===== src/rtl/fault_capture_pkg.sv =====
package fault_capture_pkg;

    typedef enum logic [1:0] {
        SLOT_ARMED  = 2'd0,
        SLOT_HELD   = 2'd1,
        SLOT_LOCKED = 2'd2
    } slot_state_e;

    typedef struct packed {
        logic raise;
        logic ack;
    } slot_req_t;

    function automatic slot_state_e slot_next(slot_state_e cur, slot_req_t req);
        slot_state_e nxt;
        nxt = cur;
        case (cur)
            SLOT_ARMED: begin
                if (req.raise && req.ack) nxt = SLOT_LOCKED;
                else if (req.raise)       nxt = SLOT_HELD;
            end
            SLOT_HELD: begin
                if (req.ack) nxt = SLOT_LOCKED;
            end
            default: nxt = SLOT_LOCKED;
        endcase
        return nxt;
    endfunction

endpackage


===== src/rtl/fault_slot.sv =====
module fault_slot
    import fault_capture_pkg::*;
(
    input  logic      clk,
    input  logic      rst,
    input  slot_req_t req,
    output logic      captured
);

    slot_state_e state_q;

    always_ff @(posedge clk or posedge rst) begin
        if (rst) state_q <= SLOT_ARMED;
        else     state_q <= slot_next(state_q, req);
    end

    assign captured = (state_q == SLOT_HELD);

endmodule


===== src/rtl/fault_slot_bank.sv =====
module fault_slot_bank
    import fault_capture_pkg::*;
#(
    parameter int WIDTH = 5
) (
    input  logic             clk,
    input  logic             rst,
    input  logic [WIDTH-1:0] raise_vec,
    input  logic [WIDTH-1:0] ack_vec,
    output logic [WIDTH-1:0] held_vec
);

    for (genvar g = 0; g < WIDTH; g++) begin : g_slot
        slot_req_t req_g;
        assign req_g.raise = raise_vec[g];
        assign req_g.ack   = ack_vec[g];

        fault_slot u_slot (
            .clk      (clk),
            .rst      (rst),
            .req      (req_g),
            .captured (held_vec[g])
        );
    end

endmodule


===== src/rtl/fault_capture_reg.sv =====
module fault_capture_reg #(
    parameter int WIDTH = 5
) (
    input  logic             clk,
    input  logic             rst,
    input  logic [WIDTH-1:0] flag_in,
    input  logic [WIDTH-1:0] ack_in,
    output logic [WIDTH-1:0] flag_q
);

    fault_slot_bank #(.WIDTH(WIDTH)) u_bank (
        .clk       (clk),
        .rst       (rst),
        .raise_vec (flag_in),
        .ack_vec   (ack_in),
        .held_vec  (flag_q)
    );

endmodule


===== config.mk =====
export PLATFORM = sky130hd
export DESIGN_NAME = fault_capture_reg
export DESIGN_NICKNAME = d
export VERILOG_FILES = /design/src/rtl/fault_capture_pkg.sv /design/src/rtl/fault_slot.sv /design/src/rtl/fault_slot_bank.sv /design/src/rtl/fault_capture_reg.sv
export SDC_FILE = /design/constraint.sdc
export NUM_CORES = 1
export LEC_CHECK = 0
export CORE_AREA = 5 5 42 44
export DETAILED_ROUTE_END_ITERATION = 16
export DIE_AREA = 0 0 47 49
export GPL_TIMING_DRIVEN = 0
export SLEW_MARGIN = 20
export SYNTH_ARGS = -nofsm -noshare
export SYNTH_HDL_FRONTEND = slang
export SYNTH_SLANG_ARGS = --single-unit

===== constraint.sdc =====
create_clock -name clk -period 0.9 [get_ports clk]
set_input_delay 0.09 -clock clk [delete_from_list [all_inputs] [get_ports clk]]
set_output_delay 0.09 -clock clk [all_outputs]
set_load 0.03 [all_outputs]

# == Word level (Yosys, flattened, before mapping) ==
# Cells that the tools add are included.
# classes
n_eq_ne,15
n_mux,20
n_reduce_logical,15
# op_table
operator,n
$mux 2,15
$pmux 2 s2,5
$ne 3x3->1 const B,5
$eq 2x1->1 const B,5
$logic_not 2->1,5
$ne 2x2->1 const B,5
$reduce_and 2->1,5
$logic_and 1x1->1,5
# totals
ff_bits,10
inputBits,12
wordCells,55

# == Logic depth before layout (Yosys ltp) ==
# Gate-level depths: netlist of the first run.
# depth
depth_word,3
depth_mapped,2
mapped_depth_nobuf,2

# == By module ==
# From an unflattened synthesis of the first run, not the netlist that was laid out.
# unflattened
cells_unflattened,40
area_unflattened_um2,425.4
# by_module_without_submodules
mod,n_inst,cells_per_inst,area_each_um2,seq_area_each_um2
fault_slot,5,8,85.1,50.0

# == Worst setup path after synthesis of the first run ==
# OpenSTA, ideal clock, no wires.
# synth_path
path_type,register to output
from,reg u_bank.g_slot[0].u_slot.state_q[0]
to,out flag_q[0]
arrival_time_ns,0.639
required_time_ns,0.810
slack_ns,0.171
path_stages_with_launch,3
cell_sequence,dfrtp_1 nor2b_1 buf_4
# synth_via
elab_chain_cells,1
# synth_rtl
item,line,rtl
start: declaration,fault_slot.sv:10,slot_state_e state_q;
start signal: assignment,fault_slot.sv:14,"else state_q <= slot_next(state_q, req);"
$eq 2x1->1,fault_slot.sv:17,assign captured = (state_q == SLOT_HELD);
end: declaration,fault_capture_reg.sv:8,output logic [WIDTH-1:0] flag_q
# Every way passes these cells.

# == Final worst setup path of the first run ==
# layout_path
from,reg u_bank.g_slot[3].u_slot.state_q[1]
to,out flag_q[3]
# layout_via
elab_chain_cells,1
# layout_rtl
item,line
start: declaration,fault_slot.sv:10
start signal: assignment,fault_slot.sv:14
$eq 2x1->1,fault_slot.sv:17
# Every way passes these cells.

==> out/results.env, run 1 <==
RUN_STATUS='complete, but fails checks'
FAILED_CHECKS='setup timing'
GRT_ANTENNA_BEFORE_REPAIR=0
LARGEST_REG_FLOPS=10
WORST_EP_ARRIVAL_TIME_NS=0.92
CTS.CLK_SLEW.WORST_PATHS_NS=0.07
PERIOD_UTILISATION_LAYOUT_PCT=112.3
VIA_PER_INST=4.349
DP.FINAL_HPWL_UM=625.3
LARGEST_REGISTER='u_bank.g_slot.u_slot.state_q'
CRIT_PATH_MAX_FANOUT=2
PLACED_CELL_AREA_UM2=628.1
SYNTH_SEQ_AREA_SHARE_PCT=55.87
SOURCE_TO_SINK_CLOCK_DELAY_AT_THE_LATER_PIN_OF_THE_WORST_SKEW_PAIR_NS=0.26
DRC_ERRORS=0
CRITICAL_PATH.ENDPOINT_TYPE='primary output'
FINAL_PERIOD_MINUS_WORST_SETUP_SLACK_NS=1.010
CTS-ROOT-BUF='sky130_fd_sc_hd__clkbuf_4'
CLOCK_TREE.BUFFER_DEPTH=2
CORE_AREA_UM2=1401
NORMALIZED_MAX_SLEW_MARGIN_PCT=75.58
LONGEST_INDIVIDUAL_STAGE_DELAY_ON_THE_WORST_PATH_NS=0.37
DRTITER0DRC=1
GRT_MAX_DEGREE=11
SETUP_WS_NS=-0.1104
FINAL-HOLD-VIOLATION-COUNT=0
WORST_CLOCK_SKEW_NS=0.003364
FINAL_MAX_SLEW_VIOL_COUNT=0
FINAL_CORE_UTILIZATION_PCT=52.32
NETLIST.AREA_LEADER.SHARE_PCT=55.87
TIMING.SETUP.CRITICAL_PATH_CLASS='flop to primary output'
TRITONCTS_NUM_SINKS=10
REG2REG_FROM='u_bank.g_slot[3].u_slot.state_q[1]$_DFFE_PP0P_'
MOST_AREA_HUNGRY_CELL_TYPE_IN_THE_YOSYS_NETLIST='sky130_fd_sc_hd__dfrtp_1'
ROUTED_WIRE_LENGTH_PER_INSTANCE_UM=10.17
TOTAL_LEAKAGE_POWER_uW=0.0002943
DIEHEIGHT_UM=49
FINAL.SETUP.TNS_NS=-0.5209
FF2FF_PATH_DEPTH=3
POSTLAYOUTCELLAREA_UM2=733.2
RSZ_0062_RAISED_AFTER_GLOBAL_ROUTING='true'
PWR_DENSITY_CELL_nW_PER_UM2=1252
CRIT_PATH_CELL_TRACE='nor2b_1, buf_6'
SHARE_OF_CELLS_ABOVE_DRIVE_STRENGTH_1_PCT=41.79
FINALSETUPVIOLCOUNT=5
DRT_PRE_ANTENNA_ITERS=2
HOLD_SLACK_NS=0.1088
COUNT_OF_INPUT_AND_OUTPUT_BUFFERS=16
TIMING.CRITICAL_PATH.REQUIRED_NS=0.81
ROUTE.ANTENNA.REMAINING_NETS=0
SYNTHESIS.YOSYS.WARNINGS=0
HP-CLASS='input port to asynchronous set/reset pin'
POSTSYNTHREGISTERBITS=10
POWER.IR.VDD_WORST_mV=0.7872
SYNTHESIS.AREA_UM2=447.9
WORST-R2R-SETUP-SLACK_NS=0.03
SYN_INST=41
VIAS=361
GRT_PASS1_VIAS=345
YS_TOP_CELLS_BY_AREA='sky130_fd_sc_hd__dfrtp_1 56%, sky130_fd_sc_hd__nor3_2 11%, sky130_fd_sc_hd__buf_4 8.4%, sky130_fd_sc_hd__nand2b_1 7.0%, sky130_fd_sc_hd__nor2b_1 7.0%'
POST_SYNTH.CELL_AREA_AVG_UM2=10.93
ANTENNA_DIODE_COUNT=0
TRITONCTS.NUM_BUFFERS=3
GRT_REMAINING_OVERFLOW=0
STARTPOINT_TYPE='flop'
DETAIL_ROUTE.WIRELENGTH_UM=844
FMAX_MHz=989.7
IO_PINS=17
CRITICAL-PATH-SLOWEST-CELL='sky130_fd_sc_hd__dfrtp_1'
FLOORPLAN.ROWS=14
FLOORPLAN.DIE_AREA_UM2=2303
TRITONCTS='yes'
WORST_SLEW_PIN_SLEW_NS=0.3659
SYNTH.LIB_CELLS_USED.DISTINCT=8
R2R_END='u_bank.g_slot[3].u_slot.state_q[1]$_DFFE_PP0P_'
DRV_CAP=0
CTS-HOLD-FIX-BUFFERS=0
WIRE_LENGTH_OF_THE_FIRST_GLOBAL_ROUTING_PASS_UM=1193
AREAGROWTHSYNTHTOFINISH_PCT=63.69
CRITPATHLAUNCH='u_bank.g_slot[3].u_slot.state_q[1]$_DFFE_PP0P_'
HTREEDEPTH=1
GLOBAL_ROUTE.USAGE.TOTAL_PCT=7.413
INITIAL_CORE_UTILIZATION_PCT=31.96
TOP_REGS='u_bank.g_slot.u_slot.state_q x10'
GP_ROUTABILITY_CONGESTION=0.5846
FLOORPLAN.DIE.WIDTH_UM=47
MAPPEDNETLISTNETS=53
FINAL_NETS=80
==> cell families (layout without fill, tap and decap cells) <==
logic type,after synthesis,count (layout),synth area share (%)
flops,10,10,55.87
compound gates,5,5,5.586
simple gates,20,20,29.33
buf+inv,6,32,9.218
==> how the worst max path moves through the flow <==
stage | to | slack [ns] | cells past startpoint
final | flag_q[3] | -0.11 | 2
after global routing | flag_q[2] | -0.15 | 2
after CTS | flag_q[1] | -0.14 | 2
after detailed placement | flag_q[1] | -0.45 | 3
after global placement | flag_q[1] | -0.47 | 3
after floorplan | flag_q[0] | 0.17 | 2
==> repair_timing <==
item                                    in CTS  in global routing
endpoints found under the hold margin        0                  0
endpoints found under the setup margin       5                  5
setup buffers                               10                  1
gates cloned                                 0                  0
resized for setup                           35                  5
==> layout make-up <==
| type | count | area, µm² |
|---|---|---|
| repair buffers | 27 | 249.0 |
| flip-flops and latches | 10 | 250.2 |
| clock buffers | 4 | 36.28 |
| well taps | 16 | 20.02 |
| inverters | 1 | 3.754 |
| fillers | 132 | 668.1 |
| multi-input cells | 25 | 173.9 |
==> cell usage after synthesis, drive strengths merged <==
cell type / n
nand2b: 5
o21ai: 5
inv: 1
buf: 5
nor3: 5
dfrtp: 10
nor2: 5
nor2b: 5
==> worst max-delay path: cells and delay by family, from the launching register on <==
family	cells	cell delay, ns
buf+inv	1	0.15
simple gates	1	0.14
flops	1	0.37
==> through the flow <==
stage	worst slack [ns]	power (µW)	cells
floorplan	0.1712	477.5	41
global placement	-0.4693	535.5	73
detailed placement	-0.4499	535.6	73
CTS	-0.1424	930.1	82
global route	-0.1462	959.1	83
finish	-0.1104	917.8	83
==> where the power goes <==
group | internal [µW] | switching (µW) | total [µW]
Clock | 245 | 146 | 391
Combinational | 47.8 | 29.4 | 77.2
Sequential | 449 | 0.000285 | 449
Total | 742 | 176 | 918
==> metal layers <==
| metal | vias to the layer above | part of all wire (%) | GRT usage (%) |
|---|---|---|---|
| met5 | - | 0 | 0 |
| met1 | 164 | 39 | 7.534 |
| met2 | 13 | 48 | 11.76 |
| met3 | 2 | 11 | 2.583 |
| li1 | 182 | - | - |
| met4 | 0 | 1.5 | 5.530 |
==> placed cells by master, fill, tap and decap left out <==
cell type	n
sky130_fd_sc_hd__nor2b_1	2
sky130_fd_sc_hd__clkdlybuf4s50_1	11
sky130_fd_sc_hd__clkbuf_4	3
sky130_fd_sc_hd__inv_1	1
sky130_fd_sc_hd__o21ai_1	5
sky130_fd_sc_hd__nor2b_2	1
sky130_fd_sc_hd__nor3_2	5
sky130_fd_sc_hd__clkbuf_8	1
sky130_fd_sc_hd__buf_6	5
sky130_fd_sc_hd__buf_4	11
sky130_fd_sc_hd__nand2b_1	5
sky130_fd_sc_hd__nor2_1	5
sky130_fd_sc_hd__nor2b_4	2
sky130_fd_sc_hd__dfrtp_1	10
Note: power is estimated with default switching activity, not from simulation.
==> run 2, diff against run 1 <==
==> constraint.sdc (replaced) <==
create_clock -name clk -period 1.2 [get_ports clk]
set_input_delay 0.12 -clock clk [delete_from_list [all_inputs] [get_ports clk]]
set_output_delay 0.12 -clock clk [all_outputs]
set_load 0.03 [all_outputs]
==> run 2 against run 1 <==
Net effect:
- the flow now finishes without violations
- sequential share of layout area increased by 1.4 points
- clock skew about the same
- via count fell by 2.2%
- register-to-register slack improved by 0.34 ns
- combinational power decreased by 25%
- routed wire length fell by 2.1%
- critical endpoint unchanged
==> out/results.env, run 2 (synthesis gave the netlist of run 1 again) <==
RUN_STATUS='complete, no violations'  # was complete, but fails checks
WIRE_LENGTH_OF_THE_FIRST_GLOBAL_ROUTING_PASS_UM=1166  # was 1193 µm
ROUTE.ANTENNA.REMAINING_NETS=0  # unchanged
WORST_CLOCK_SKEW_NS=0.003171  # was 0.003364 ns
FINALPOWER_uW=685.6  # was 917.8 µW
WORST_EP_ARRIVAL_TIME_NS=1.04  # was 0.92 ns
TOTAL_LEAKAGE_POWER_uW=0.0002917  # was 0.0002943 µW
LAYOUT.CELLS.MOST_COMMON='sky130_fd_sc_hd__clkdlybuf4s50_1'
FMAX_MHz=859.8
TIMING.CRITICAL_PATH.REQUIRED_NS=1.08  # was 0.81 ns
CRIT_PATH_MAX_FANOUT=2  # unchanged
FINAL_CORE_UTILIZATION_PCT=50.27  # was 52.32%
GRT_ANTENNA_BEFORE_REPAIR=0  # unchanged
NORMALIZED_MAX_SLEW_MARGIN_PCT=75.17  # was 75.58%
FINAL_MAX_SLEW_VIOL_COUNT=0  # unchanged
FLOORPLAN.ROWS=14  # unchanged
INITIAL_CORE_UTILIZATION_PCT=31.96  # unchanged
IO_PINS=17  # unchanged
FINAL-HOLD-VIOLATION-COUNT=0  # unchanged
LARGEST_REG_FLOPS=10  # unchanged
FINAL_NETS=79  # was 80
DRC_ERRORS=0  # unchanged
DP.FINAL_HPWL_UM=625.3  # unchanged
WORST_SLEW_PIN_SLEW_NS=0.3720  # was 0.3659 ns
HP-CLASS='input port to asynchronous set/reset pin'  # unchanged
PERIOD_UTILISATION_LAYOUT_PCT=96.92
FINAL.SETUP.TNS_NS=0  # was -0.5209 ns
GLOBAL_ROUTE.USAGE.TOTAL_PCT=7.199  # was 7.413%
TRITONCTS='yes'  # unchanged
HOLD_SLACK_NS=0.1349  # was 0.1088 ns
CTS-HOLD-FIX-BUFFERS=0  # unchanged
CTS.CLK_SLEW.WORST_PATHS_NS=0.07  # about the same
CLOCK_TREE.BUFFER_DEPTH=2  # unchanged
DRTITER0DRC=1  # unchanged
STARTPOINT_TYPE='flop'  # unchanged
CORE_AREA_UM2=1401  # unchanged
FINALSETUPVIOLCOUNT=0  # was 5
GRT_PASS1_VIAS=312  # was 345
CRITICAL_PATH.ENDPOINT_TYPE='primary output'  # unchanged
SOURCE_TO_SINK_CLOCK_DELAY_AT_THE_LATER_PIN_OF_THE_WORST_SKEW_PAIR_NS=0.25  # was 0.26 ns
TIMING.SETUP.CRITICAL_PATH_CLASS='flop to primary output'  # unchanged
HTREEDEPTH=1  # unchanged
VIAS=353  # was 361
VIA_PER_INST=4.305  # was 4.349
TOP_REGS='u_bank.g_slot.u_slot.state_q x10'  # unchanged
FLOORPLAN.DIE.WIDTH_UM=47  # unchanged
LARGEST_REGISTER='u_bank.g_slot.u_slot.state_q'  # unchanged
FLOORPLAN.DIE_AREA_UM2=2303  # unchanged
TRITONCTS_NUM_SINKS=10  # unchanged
DRV_CAP=0  # unchanged
AREAGROWTHSYNTHTOFINISH_PCT=57.26  # was 63.69%
SHARE_OF_CELLS_ABOVE_DRIVE_STRENGTH_1_PCT=36.36  # was 41.79%
GP_ROUTABILITY_CONGESTION=0.5846  # unchanged
GRT_REMAINING_OVERFLOW=0  # unchanged
ANTENNA_DIODE_COUNT=0  # unchanged
GRT_MAX_DEGREE=11  # unchanged
FINAL_CELL_MIX='11 x sky130_fd_sc_hd__clkdlybuf4s50_1, 10 x sky130_fd_sc_hd__buf_4, 10 x sky130_fd_sc_hd__dfrtp_1'  # was 11 x sky130_fd_sc_hd__clkdlybuf4s50_1, 11 x sky130_fd_sc_hd__buf_4, 10 x sky130_fd_sc_hd__dfrtp_1
COUNT_OF_INPUT_AND_OUTPUT_BUFFERS=16  # unchanged
TRITONCTS.NUM_BUFFERS=3  # unchanged
ROUTED_WIRE_LENGTH_PER_INSTANCE_UM=10.07  # was 10.17 µm
PWR_DENSITY_CELL_nW_PER_UM2=973.3  # was 1252 nW/µm²
CTS-ROOT-BUF='sky130_fd_sc_hd__clkbuf_4'  # unchanged
RSZ_0062_RAISED_AFTER_GLOBAL_ROUTING='false'  # was true
FINAL_PERIOD_MINUS_WORST_SETUP_SLACK_NS=1.163
DETAIL_ROUTE.WIRELENGTH_UM=826  # was 844 µm
DRT_PRE_ANTENNA_ITERS=3  # was 2
POWER.IR.VDD_WORST_mV=0.6958  # was 0.7872 mV
DIEHEIGHT_UM=49  # unchanged
==> run 2: changes by cell type in the layout (fill, tap and decap cells not counted) <==
| cell | previous run | this run |
|---|---|---|
| sky130_fd_sc_hd__clkbuf_4 | 3 | 4 |
| sky130_fd_sc_hd__buf_4 | 11 | 10 |
| sky130_fd_sc_hd__buf_6 | 5 | 4 |
| sky130_fd_sc_hd__nor2b_1 | 2 | 5 |
| sky130_fd_sc_hd__nor2b_4 | 2 | 0 |
| sky130_fd_sc_hd__nor2b_2 | 1 | 0 |
==> run 2: stage by stage <==
step | std cells | area (µm²) | worst slack (ns)
6_report | 82 | 704.4 | 0.03700
5_1_grt | 82 | 704.4 | 0.001548
4_1_cts | 78 | 649.4 | 0.001612
3_5_place_dp | 73 | 628.1 | -0.1799
3_3_place_gp | 73 | 628.1 | -0.1993
2_1_floorplan | 41 | 447.9 | 0.4412
==> run 2: final timing paths <==
check / from / to / slack, ns / cells after the start
worst max-delay path: u_bank.g_slot[3].u_slot.state_q[0]$_DFFE_PP0P_ / flag_q[3] / 0.04 / 3
worst min-delay path: rst / u_bank.g_slot[3].u_slot.state_q[0]$_DFFE_PP0P_ / 0.13 / 2
worst max register to register: u_bank.g_slot[4].u_slot.state_q[0]$_DFFE_PP0P_ / u_bank.g_slot[4].u_slot.state_q[1]$_DFFE_PP0P_ / 0.37 / 3
worst min register to register: u_bank.g_slot[4].u_slot.state_q[1]$_DFFE_PP0P_ / u_bank.g_slot[4].u_slot.state_q[0]$_DFFE_PP0P_ / 0.46 / 1
max in group asynchronous: rst / u_bank.g_slot[0].u_slot.state_q[1]$_DFFE_PP0P_ / 0.80 / 2
min in group clk: ack_in[1] / u_bank.g_slot[1].u_slot.state_q[0]$_DFFE_PP0P_ / 0.44 / 2
==> run 2: layout make-up <==
cell class / count / area [µm²]
tap: 16 / 20.02
buffer: 5 / 37.54
fill: 143 / 696.9
sequential: 10 / 250.2
inverter: 1 / 3.754
clock buffer: 4 / 36.28
timing repair buffer: 21 / 200.2
multi-input combinational: 25 / 156.4
==> run 2: timing repair <==
item / 4_1_cts / 5_1_grt
setup buffers: 1 / 4
pin swaps: 0 / 0
gates resized for setup: 26 / 11
endpoints found under the setup margin: 5 / 5
==> run 2: power breakdown <==
group	leakage, µW	total [µW]	internal, µW	switching, µW
clock network	0.0000210	291	184	107
logic	0.000157	58.0	35.8	22.2
registers	0.000114	337	337	0.000219
==> run 2: critical path, cell delays in order (launching register included) <==
cell,delay (ns)
sky130_fd_sc_hd__dfrtp_1,0.38
sky130_fd_sc_hd__nor2b_1,0.13
sky130_fd_sc_hd__buf_4,0.12
sky130_fd_sc_hd__clkbuf_4,0.17
==> run 2: routing by layer <==
layer | up-vias | GRT usage, % | wire, µm
li1 | 179 | - | -
met1 | 159 | 7.763 | 324
met2 | 13 | 10.86 | 391
met3 | 2 | 2.583 | 96
met4 | 0 | 5.530 | 13
met5 | - | 0 | 0
